`src/rtl/usb_in_pkg.sv`:
```
package usb_in_pkg;

    typedef enum logic [2:0] {
        S_IDLE           = 3'd0,
        S_RCVD_IN        = 3'd1,
        S_SEND_DATA      = 3'd2,
        S_WAIT_TX_END    = 3'd3,
        S_WAIT_ACK_START = 3'd4,
        S_WAIT_ACK       = 3'd5
    } in_state_e;

    localparam logic [3:0] PID_IN    = 4'b1001;
    localparam logic [3:0] PID_SETUP = 4'b1101;
    localparam logic [3:0] PID_ACK   = 4'b0010;
    localparam logic [3:0] PID_NAK   = 4'b1010;
    localparam logic [3:0] PID_STALL = 4'b1110;
    localparam logic [3:0] PID_DATA0 = 4'b0011;
    localparam logic [3:0] PID_DATA1 = 4'b1011;

    localparam logic [1:0] PID_KIND_TOKEN = 2'b01;

endpackage

```
`src/rtl/usb_in_rx_decode.sv`:
```
module usb_in_rx_decode
    import usb_in_pkg::*;
#(
    parameter int NUM_EP = 4,
    parameter int EPW    = 2
) (
    input  logic           rx_pkt_end_i,
    input  logic           rx_pkt_valid_i,
    input  logic [3:0]     rx_pid_i,
    input  logic [6:0]     rx_addr_i,
    input  logic [3:0]     rx_endp_i,
    input  logic [6:0]     dev_addr_i,
    output logic           in_tok_o,
    output logic           setup_tok_o,
    output logic           ack_o,
    output logic           ep_hw_o,
    output logic [EPW-1:0] ep_idx_o
);

    logic pkt_ok;
    logic token_ok;

    assign pkt_ok      = rx_pkt_end_i && rx_pkt_valid_i;
    assign token_ok    = pkt_ok && (rx_pid_i[1:0] == PID_KIND_TOKEN) && (rx_addr_i == dev_addr_i);
    assign in_tok_o    = token_ok && (rx_pid_i == PID_IN);
    assign setup_tok_o = token_ok && (rx_pid_i == PID_SETUP);
    assign ack_o       = pkt_ok && (rx_pid_i == PID_ACK);
    assign ep_hw_o     = ({28'd0, rx_endp_i} < 32'(NUM_EP));
    assign ep_idx_o    = ep_hw_o ? rx_endp_i[EPW-1:0] : '0;

endmodule

```
`src/rtl/usb_in_toggle.sv`:
```
module usb_in_toggle #(
    parameter int NUM_EP = 4,
    parameter int EPW    = 2
) (
    input  logic              clk_i,
    input  logic              rst_ni,
    input  logic              clr_all_i,
    input  logic              clr_en_i,
    input  logic [EPW-1:0]    clr_idx_i,
    input  logic              flip_en_i,
    input  logic [EPW-1:0]    flip_idx_i,
    output logic [NUM_EP-1:0] tog_o
);

    for (genvar g = 0; g < NUM_EP; g++) begin : g_tog
        logic bit_q;
        always_ff @(posedge clk_i or negedge rst_ni) begin
            if (!rst_ni) begin
                bit_q <= 1'b0;
            end else if (clr_all_i) begin
                bit_q <= 1'b0;
            end else if (clr_en_i && (clr_idx_i == EPW'(g))) begin
                bit_q <= 1'b0;
            end else if (flip_en_i && (flip_idx_i == EPW'(g))) begin
                bit_q <= ~bit_q;
            end
        end
        assign tog_o[g] = bit_q;
    end

endmodule

```
`src/rtl/usb_in_timeout.sv`:
```
module usb_in_timeout #(
    parameter int TIMEOUT_BITS = 18
) (
    input  logic clk_i,
    input  logic rst_ni,
    input  logic clear_i,
    input  logic load_i,
    input  logic tick_i,
    output logic expired_o
);

    localparam int CNT_W = $clog2(TIMEOUT_BITS + 1);

    logic [CNT_W-1:0] cnt_q;
    logic             armed_q;

    always_ff @(posedge clk_i or negedge rst_ni) begin
        if (!rst_ni) begin
            cnt_q   <= '0;
            armed_q <= 1'b0;
        end else if (clear_i) begin
            cnt_q   <= '0;
            armed_q <= 1'b0;
        end else if (load_i) begin
            cnt_q   <= CNT_W'(TIMEOUT_BITS);
            armed_q <= 1'b1;
        end else if (tick_i && (cnt_q != '0)) begin
            cnt_q   <= cnt_q - 1'b1;
        end
    end

    assign expired_o = armed_q && (cnt_q == '0);

endmodule

```
`src/rtl/usb_in_engine.sv`:
```
module usb_in_engine
    import usb_in_pkg::*;
#(
    parameter int NUM_EP       = 4,
    parameter int BUF_AW       = 5,
    parameter int TIMEOUT_BITS = 18
) (
    input  logic              clk_i,
    input  logic              rst_ni,
    input  logic              link_reset_i,
    input  logic              link_active_i,
    input  logic              bit_strobe_i,
    input  logic [6:0]        dev_addr_i,
    input  logic              rx_pkt_start_i,
    input  logic              rx_pkt_end_i,
    input  logic              rx_pkt_valid_i,
    input  logic [3:0]        rx_pid_i,
    input  logic [6:0]        rx_addr_i,
    input  logic [3:0]        rx_endp_i,
    input  logic [NUM_EP-1:0] ep_enabled_i,
    input  logic [NUM_EP-1:0] ep_iso_i,
    input  logic [NUM_EP-1:0] ep_stall_i,
    input  logic [NUM_EP-1:0] ep_has_data_i,
    input  logic [NUM_EP-1:0] ep_data_done_i,
    output logic              tx_pkt_start_o,
    output logic [3:0]        tx_pid_o,
    input  logic              tx_pkt_end_i,
    output logic              tx_data_avail_o,
    input  logic              tx_data_get_i,
    output logic [BUF_AW-1:0] buf_addr_o,
    output logic [NUM_EP-1:0] in_sent_o
);

    localparam int EPW = (NUM_EP > 1) ? $clog2(NUM_EP) : 1;

    in_state_e          state_q, state_d;
    logic [EPW-1:0]     cur_ep_q;
    logic [3:0]         pid_q;
    logic [BUF_AW-1:0]  addr_q;

    logic               in_tok, setup_tok, ack_seen, ep_hw;
    logic [EPW-1:0]     ep_idx_d;
    logic               ep_active_d, in_go;
    logic               force_idle;
    logic               cur_iso, cur_stall, pending, last_byte;
    logic               expired;
    logic [NUM_EP-1:0]  tog;
    logic               flip_en, iso_done;

    usb_in_rx_decode #(.NUM_EP(NUM_EP), .EPW(EPW)) u_dec (
        .rx_pkt_end_i  (rx_pkt_end_i),
        .rx_pkt_valid_i(rx_pkt_valid_i),
        .rx_pid_i      (rx_pid_i),
        .rx_addr_i     (rx_addr_i),
        .rx_endp_i     (rx_endp_i),
        .dev_addr_i    (dev_addr_i),
        .in_tok_o      (in_tok),
        .setup_tok_o   (setup_tok),
        .ack_o         (ack_seen),
        .ep_hw_o       (ep_hw),
        .ep_idx_o      (ep_idx_d)
    );

    assign ep_active_d = ep_hw && ep_enabled_i[ep_idx_d];
    assign in_go       = in_tok && ep_active_d;
    assign force_idle  = link_reset_i || !link_active_i;

    assign cur_iso   = ep_iso_i[cur_ep_q];
    assign cur_stall = ep_stall_i[cur_ep_q];
    assign pending   = ep_has_data_i[cur_ep_q] && !ep_data_done_i[cur_ep_q];
    assign last_byte = (&addr_q) && tx_data_get_i;

    usb_in_timeout #(.TIMEOUT_BITS(TIMEOUT_BITS)) u_tmo (
        .clk_i    (clk_i),
        .rst_ni   (rst_ni),
        .clear_i  ((state_q == S_IDLE) || (state_q == S_RCVD_IN)),
        .load_i   (tx_pkt_end_i),
        .tick_i   (bit_strobe_i && (state_q == S_WAIT_ACK_START)),
        .expired_o(expired)
    );

    usb_in_toggle #(.NUM_EP(NUM_EP), .EPW(EPW)) u_tog (
        .clk_i     (clk_i),
        .rst_ni    (rst_ni),
        .clr_all_i (link_reset_i),
        .clr_en_i  (setup_tok && ep_active_d),
        .clr_idx_i (ep_idx_d),
        .flip_en_i (flip_en),
        .flip_idx_i(cur_ep_q),
        .tog_o     (tog)
    );

    // next-state logic
    always_comb begin
        state_d = state_q;
        if (force_idle) begin
            state_d = S_IDLE;
        end else begin
            unique case (state_q)
                S_IDLE: begin
                    if (in_go) state_d = S_RCVD_IN;
                end
                S_RCVD_IN: begin
                    if (cur_iso)        state_d = S_SEND_DATA;
                    else if (cur_stall) state_d = S_WAIT_TX_END;
                    else if (pending)   state_d = S_SEND_DATA;
                    else                state_d = S_WAIT_TX_END;
                end
                S_SEND_DATA: begin
                    if (!pending || last_byte)
                        state_d = cur_iso ? S_WAIT_TX_END : S_WAIT_ACK_START;
                end
                S_WAIT_TX_END: begin
                    if (tx_pkt_end_i) state_d = S_IDLE;
                end
                S_WAIT_ACK_START: begin
                    if (rx_pkt_start_i) state_d = S_WAIT_ACK;
                    else if (expired)   state_d = S_IDLE;
                end
                S_WAIT_ACK: begin
                    if (ack_seen)          state_d = S_IDLE;
                    else if (in_go)        state_d = S_RCVD_IN;
                    else if (rx_pkt_end_i) state_d = S_IDLE;
                end
                default: state_d = S_IDLE;
            endcase
        end
    end

    // state register
    always_ff @(posedge clk_i or negedge rst_ni) begin
        if (!rst_ni) state_q <= S_IDLE;
        else         state_q <= state_d;
    end

    // datapath registers
    always_ff @(posedge clk_i or negedge rst_ni) begin
        if (!rst_ni) begin
            cur_ep_q <= '0;
            pid_q    <= PID_NAK;
            addr_q   <= '0;
        end else begin
            if (in_go) cur_ep_q <= ep_idx_d;
            if (state_q == S_RCVD_IN) begin
                if (cur_iso || (!cur_stall && pending)) pid_q <= tog[cur_ep_q] ? PID_DATA1 : PID_DATA0;
                else if (cur_stall)                     pid_q <= PID_STALL;
                else                                    pid_q <= PID_NAK;
            end
            if ((state_q == S_IDLE) || (state_q == S_RCVD_IN)) addr_q <= '0;
            else if ((state_q == S_SEND_DATA) && tx_data_get_i) addr_q <= addr_q + 1'b1;
        end
    end

    // outputs
    always_comb begin
        flip_en         = !force_idle && (state_q == S_WAIT_ACK) && ack_seen;
        iso_done        = !force_idle && (state_q == S_WAIT_TX_END) && tx_pkt_end_i && cur_iso;
        tx_pkt_start_o  = (state_q == S_RCVD_IN);
        tx_data_avail_o = (state_q == S_SEND_DATA) && pending;
        tx_pid_o        = pid_q;
        buf_addr_o      = addr_q;
        in_sent_o       = (flip_en || iso_done) ? (NUM_EP'(1) << cur_ep_q) : '0;
    end

endmodule

```
`config.mk`:
```
export PLATFORM = sky130hd
export DESIGN_NAME = usb_in_engine
export DESIGN_NICKNAME = d
export VERILOG_FILES = /design/src/rtl/usb_in_pkg.sv /design/src/rtl/usb_in_rx_decode.sv /design/src/rtl/usb_in_toggle.sv /design/src/rtl/usb_in_timeout.sv /design/src/rtl/usb_in_engine.sv
export SDC_FILE = /design/constraint.sdc
export NUM_CORES = 1
export LEC_CHECK = 0
export ABC_AREA = 1
export BUFFER_PORTS_ARGS = -buffer_cell sky130_fd_sc_hd__buf_2
export CELL_PAD_IN_SITES_DETAIL_PLACEMENT = 0
export CELL_PAD_IN_SITES_GLOBAL_PLACEMENT = 2
export CORE_MARGIN = 5
export CORE_UTILIZATION = 28
export DETAILED_ROUTE_END_ITERATION = 8
export PLACE_DENSITY_LB_ADDON = 0.1
export REMOVE_ABC_BUFFERS = 1
export SYNTH_ARGS = -nofsm -noshare
export SYNTH_HDL_FRONTEND = slang
export SYNTH_SLANG_ARGS = --single-unit
export TNS_END_PERCENT = 100
```
`constraint.sdc`:
```
create_clock -name clk_i -period 3.2 [get_ports clk_i]
set_input_delay 0.16 -clock clk_i [delete_from_list [all_inputs] [get_ports clk_i]]
set_output_delay 0.16 -clock clk_i [all_outputs]
set_load 0.01 [all_outputs]
```
==> reports/results.txt, run 1 <==
total number of H-tree levels = 1
# diodes = 0
largest family of logic cells by synthesized area = simple AND/OR/NAND/NOR gates
status = finished, final reports clean
Die H = 93.55 um
number of hold violations in the final report = 0
Worst-Skew Late Latency = 0.27 ns
slowest stage delay, CP = 0.50 ns
final core utilization = 0.3587
Max-slew headroom = 0.6255
Via density = 4.304
power density over cell area = 267.2 nW/um2
Area after DPL = 2381 um2
post-synthesis adder-cell area fraction = 0.02561
remaining global-route overflow = 0
fin crit period = 2.095 ns
complex-gate fraction of the synthesized area = 0.1056
initial antenna violation count = 0
most frequent cell after synthesis = nand2_1
FFs w/ async S/R, synth = 1.000
I/O Buffers = 65
Synth top area share = 0.2817
worst slew pin tran = 0.5618 ns
Reg-to-Reg End = state_q[0]$_DFFE_PN0P_
cts repair resizes = 0
Worst Hold Slack = 0.1762 ns
most area-consuming cells after synthesis = dfrtp_1 28%, nand2_1 17%, inv_1 11%
1st-pass router iterations = 4
number of global-route vias before repair = 2113
Cells after DPL = 465
total chip power = 0.6513 mW
Clock transition at path regs = 0.10 ns
Non-Filler Instances = 470
Die Wd = 93.55 um
TritonCTS clock tree = yes
hold_sp = tx_data_get_i
commonest cells in the netlist = 88 x nand2_1, 56 x inv_1, 37 x nor2_1
Max Slew Vio Count = 0
clock power share = 0.303
Hold Path Stages = 3
Root Buffer = clkbuf_8
CTS Buf Count = 3
XOR/XNOR Fraction of Synth Area = 0.008963
final WL = 5.349 mm
worst r2r path cells = 11
residual DRC count = 0
crit-path max FO = 8
part of the power in registers = 0.477
crit path DAT = 1.93 ns
share of post-route cells with drive strength above 1 = 0.2513
FF-to-FF Start = u_tmo.cnt_q[0]$_DFFE_PN0P_
Yosys Warn Count = 0
crit share post-route = 0.6545
CP cell instances = nand2_2 -> inv_1 -> nand2_1 -> nand4_1 -> a41oi_1 -> nor2_1 -> buf_2
largest net degree at the start of global routing = 24
Nets = 431
setup TNS = 0 ns
register area share after synthesis = 0.2951
top_reg_cell synth = dfrtp_1
CTS Sinks = 23
largest area contributor in the netlist = dfrtp_1
gr usage total = 0.1269
required time of the critical path = 3.04 ns
number of synthesized flops with an enable pin = 0
proportion of synthesized area in mux cells = 0
maximum clock insertion buffer count = 2
area grow syn2layout = 24.71%
io pins = 67
WHS Endpoint = buf_addr_o[4]$_DFFE_PN0P_
Cells after Synth = 306
worst clock skew = 0.002157 ns
switching power = 0.2014 mW
critical path endpoint category = output pin
Comb power frac = 0.219
starting density of the core = 0.2877
simple-gate share of the synthesized area = 0.4360
GP Congestion = 0.7880
setup ws final = 1.106 ns
row count = 30
RSZ-0062 raised after global routing = false
area of the mapped netlist = 1954 um2
routed len/inst = 11.38 um
CP Launch Type = register
Core Box Area = 6794 um2
library cells used by synthesis = 36
Hold Crit Class = input pin to register
Max IR drop VDD = 175.5 uV
pre-CTS WS = 1.383 ns
Leak = 1.335 nW
Power Internal = 0.4499 mW
Fmax achieved = 477.4 MHz
Max-Cap Viols = 0
dpl hpwl = 4.525 mm
#FFs+latches synth = 23
Crit Path Class = register to output pin
Die ar. = 8751 um2
R2R setup slack = 1.54 ns
Critical path origin = cur_ep_q[0]$_DFFE_PN0P_
Slowest-stage cell, CP = dfrtp_1
global-route wire length before repair = 9.170 mm
Finished Cell Area = 2437 um2
drt first-iter violations = 62
post-route ant nets = 0
Via Count = 2023
Avg Inst Size Synth = 6.387 um2
switch share = 0.3092
final setup vio count = 0
-- how the worst max path moves through the flow --
| stage | endpoint | cells after the start |
|---|---|---|
| 5_1_grt | in_sent_o[0] | 7 |
| 3_3_place_gp | in_sent_o[1] | 7 |
| 3_5_place_dp | in_sent_o[3] | 7 |
| 2_1_floorplan | state_q[2]$_DFFE_PN0P_ | 10 |
| 4_1_cts | in_sent_o[3] | 7 |
| 6_report | in_sent_o[3] | 7 |
-- final cells by class --
type | count | area, um2
clock buffer | 3 | 41.29
clock inverter | 1 | 5.005
fill | 785 | 4357
inverter | 61 | 229.0
multi-input combinational | 220 | 1130
sequential | 23 | 576.8
tap | 96 | 120.1
timing repair buffer | 66 | 335.3
-- critical path, delay by kind of cell (launching register included) --
family          cells  cell delay, ns
compound gates      1            0.46
buf+inv             2            0.24
simple gates        4            0.47
flops               1            0.50
-- cell usage in the layout (no fill, tap or decap), types with 2 or more instances in the layout --
cell,netlist,final
nand3_2,2,2
nand2_2,3,3
nand4_1,10,10
a21oi_1,9,9
o21ai_1,5,5
nor2_2,3,3
nor3_2,3,3
nor2_1,37,37
inv_1,56,56
o21ai_0,8,8
nor3b_1,4,4
inv_2,5,5
nand3_1,20,20
clkbuf_8,0,3
ha_1,4,4
nand2_1,88,88
o211ai_1,2,2
o22ai_1,5,5
dfrtp_1,22,22
nor2_4,3,3
buf_2,0,65
-- state kept, by name, summed over array words and instances (netlist names) --
| name | cells |
|---|---|
| cur_ep_q | 2 |
| tx_pid_o | 3 |
| u_tmo.cnt_q | 5 |
| state_q | 3 |
| u_tog.g_tog.bit_q | 4 |
| buf_addr_o | 5 |
| u_tmo.armed_q | 1 |
-- per-layer routing --
metal	vias up	global-route usage	part of all wire
li1	1100	-	-
met5	-	0	0
met2	34	0.2317	0.50
met4	0	0.01685	0.0079
met3	4	0.02735	0.036
met1	885	0.1558	0.46
-- power groups by stage --
stage / registers, mW / logic [mW] / clock network (mW)
after global placement: 0.317 / 0.147 / 0
final: 0.311 / 0.143 / 0.198
after CTS: 0.311 / 0.147 / 0.208
after floorplan: 0.321 / 0.0685 / 0
after detailed placement: 0.317 / 0.145 / 0
after global routing: 0.313 / 0.165 / 0.217
-- timing repair --
item / CTS / global route
hold buffers: 1 / 0
setup buffers: 0 / 0
endpoints found under the hold margin: 22 / 0
-- kinds of logic (layout without fill, tap and decap cells) --
kind of cell / count (synthesis) / in the layout
other cells: 1 / 1
buf+inv: 63 / 131
flops: 23 / 23
compound gates: 35 / 35
simple gates: 178 / 178
xor+xnor: 2 / 2
fa+ha+maj: 4 / 4
Note: power is estimated with default switching activity, not from simulation.
==> run 2: changes to the inputs <==
CORE_UTILIZATION = 26   (was 28)
clock period = 2.1 ns   (was 3.2 ns; I/O delays follow)
==> reports/results.txt, run 2 (synthesized netlist as in run 1, its figures left out) <==
power density over cell area = 398.0 nW/um2 (+49%)
drt first-iter violations = 54 (-13%)
buffers and inverters on the worst path = 2 (unchanged)
switching power = 0.2906 mW (+44%)
CTS Sinks = 23 (unchanged)
initial antenna violation count = 0 (unchanged)
global-route wire length before repair = 9.625 mm (+5.0%)
Area after DPL = 2385 um2 (+0.16%)
Leak = 1.339 nW (+0.28%)
Clock transition at path regs = 0.09 ns (about the same)
Via density = 4.246 (-1.3%)
total number of H-tree levels = 1 (unchanged)
dpl hpwl = 4.641 mm (+2.6%)
WHS Endpoint = buf_addr_o[1]$_DFFE_PN0P_
io pins = 67 (unchanged)
crit-path max FO = 8 (unchanged)
Crit Path Class = register to output pin
Worst-Skew Late Latency = 0.27 ns (about the same)
Core Box Area = 7292 um2 (+7.3%)
Max-slew headroom = 0.6219 (-0.003603)
total chip power = 0.9809 mW (+51%)
starting density of the core = 0.2680 (-0.01964)
residual DRC count = 0 (unchanged)
GP Congestion = 0.7665 (-2.7%)
final WL = 5.548 mm (+3.7%)
Finished Cell Area = 2465 um2 (+1.1%)
Via Count = 2017 (-0.30%)
critical path endpoint category = output pin
RSZ-0062 raised after global routing = false
status = finished, final reports clean
FF-to-FF Start = cur_ep_q[0]$_DFFE_PN0P_
hold_sp = tx_data_get_i
Reg-to-Reg End = state_q[0]$_DFFE_PN0P_
1st-pass router iterations = 4 (unchanged)
Hold Crit Class = input pin to register
R2R setup slack = 0.38 ns (-1.16 ns)
switch share = 0.2962 (-0.01296)
Root Buffer = clkbuf_8
Max IR drop VDD = 170.4 uV (-2.9%)
setup TNS = 0 ns (unchanged)
worst slew pin tran = 0.5672 ns (+0.005404 ns)
part of the power in registers = 0.483 (+0.006)
worst clock skew = 0.007477 ns (+0.005320 ns)
Comb power frac = 0.225 (+0.006)
Die ar. = 9351 um2 (+6.9%)
Die Wd = 96.70 um (+3.4%)
routed len/inst = 11.68 um (+2.6%)
share of post-route cells with drive strength above 1 = 0.2606 (+0.009301)
pre-CTS WS = 0.3307 ns (-1.052 ns)
# diodes = 0 (unchanged)
worst r2r path cells = 10 (-1)
Slowest-stage cell, CP = dfrtp_2
number of global-route vias before repair = 2114 (+0.047%)
commonest cells after routing, fill and taps aside = 88 x nand2_1, 65 x buf_2, 56 x inv_1
Max-Cap Viols = 0 (unchanged)
clock power share = 0.291 (-0.012)
TritonCTS clock tree = yes
Nets = 433 (+0.46%)
maximum clock insertion buffer count = 2 (unchanged)
post-route ant nets = 0 (unchanged)
crit path DAT = 1.82 ns (-0.11 ns)
row count = 31 (+3.3%)
Power Internal = 0.6903 mW (+53%)
fin crit period = 1.929 ns
leading cell type in the layout, fill and taps excluded = nand2_1
required time of the critical path = 2.00 ns (-1.04 ns)
gr usage total = 0.1201 (-0.006767)
CP Launch Type = register
CTS Buf Count = 3 (unchanged)
Die H = 96.70 um (+3.4%)
CP cell instances = nand2_2 -> inv_1 -> nand2_1 -> nand4_1 -> a41oi_2 -> nor2_1 -> buf_2
crit share post-route = 0.9186
remaining global-route overflow = 0 (unchanged)
largest net degree at the start of global routing = 24 (unchanged)
Top delay family on crit path = flip-flops
Fmax achieved = 518.4 MHz
Max Slew Vio Count = 0 (unchanged)
slowest stage delay, CP = 0.48 ns (-0.02 ns)
setup ws final = 0.1710 ns (-0.9345 ns)
Hold Path Stages = 3 (unchanged)
I/O Buffers = 65 (unchanged)
number of hold violations in the final report = 0 (unchanged)
final setup vio count = 0 (unchanged)
area grow syn2layout = 26.12%
==> run 2: cell types whose count changed in the layout (fill, tap and decap cells not counted), sizes merged <==
cell,previous run,this run
clkinv,1,0
clkbuf,3,4
buf,65,67
==> run 2: metrics by stage <==
stage	instances	util	hold slack, ns
3_3_place_gp	468	0.3270	0.1601
4_1_cts	473	0.3346	0.1255
6_report	475	0.3380	0.1288
3_5_place_dp	468	0.3270	0.1400
2_1_floorplan	304	-	-0.1906
5_1_grt	475	0.3380	0.1447
==> run 2: power groups by stage <==
stage | clock, mW | sequential, mW | combinational [mW]
after floorplan | 0 | 0.489 | 0.104
after global placement | 0 | 0.482 | 0.224
after detailed placement | 0 | 0.483 | 0.221
after CTS | 0.303 | 0.475 | 0.223
after global routing | 0.312 | 0.477 | 0.254
final | 0.286 | 0.474 | 0.221
==> run 2: per-layer routing <==
metal,global-route usage,share of wire,up-vias
met5,0,0,-
met4,0.01620,0.0043,0
met3,0.02230,0.031,2
met2,0.2081,0.48,36
met1,0.1588,0.49,873
li1,-,-,1106
==> run 2: cell type report <==
type | instances | area, um2
fillers | 852 | 4827
multi-input cells | 220 | 1137
flip-flops and latches | 23 | 579.3
repair buffers | 68 | 350.3
inverters | 61 | 229.0
well taps | 99 | 123.9
clock buffers | 4 | 45.04
==> run 2: how the worst max path moves through the flow <==
stage / from / end / cells past startpoint
3_3_place_gp: cur_ep_q[0]$_DFFE_PN0P_ / in_sent_o[0] / 7
2_1_floorplan: u_tmo.cnt_q[0]$_DFFE_PN0P_ / state_q[2]$_DFFE_PN0P_ / 10
6_report: cur_ep_q[0]$_DFFE_PN0P_ / in_sent_o[1] / 7
3_5_place_dp: cur_ep_q[0]$_DFFE_PN0P_ / in_sent_o[1] / 7
4_1_cts: cur_ep_q[0]$_DFFE_PN0P_ / in_sent_o[1] / 7
5_1_grt: cur_ep_q[0]$_DFFE_PN0P_ / in_sent_o[0] / 7
==> run 2: repair_timing <==
| action | in CTS | in global routing |
|---|---|---|
| hold buffers | 1 | 0 |
| setup buffers | 0 | 2 |
| resized for setup | 0 | 3 |
| endpoints found under the setup margin | 0 | 4 |
| hold endpoints to repair | 22 | 0 |
==> run 2: tightest hold or removal path, stage by stage <==
cell and delay, ns:
buf_2 0.13, nand3_1 0.08, nand2_1 0.05
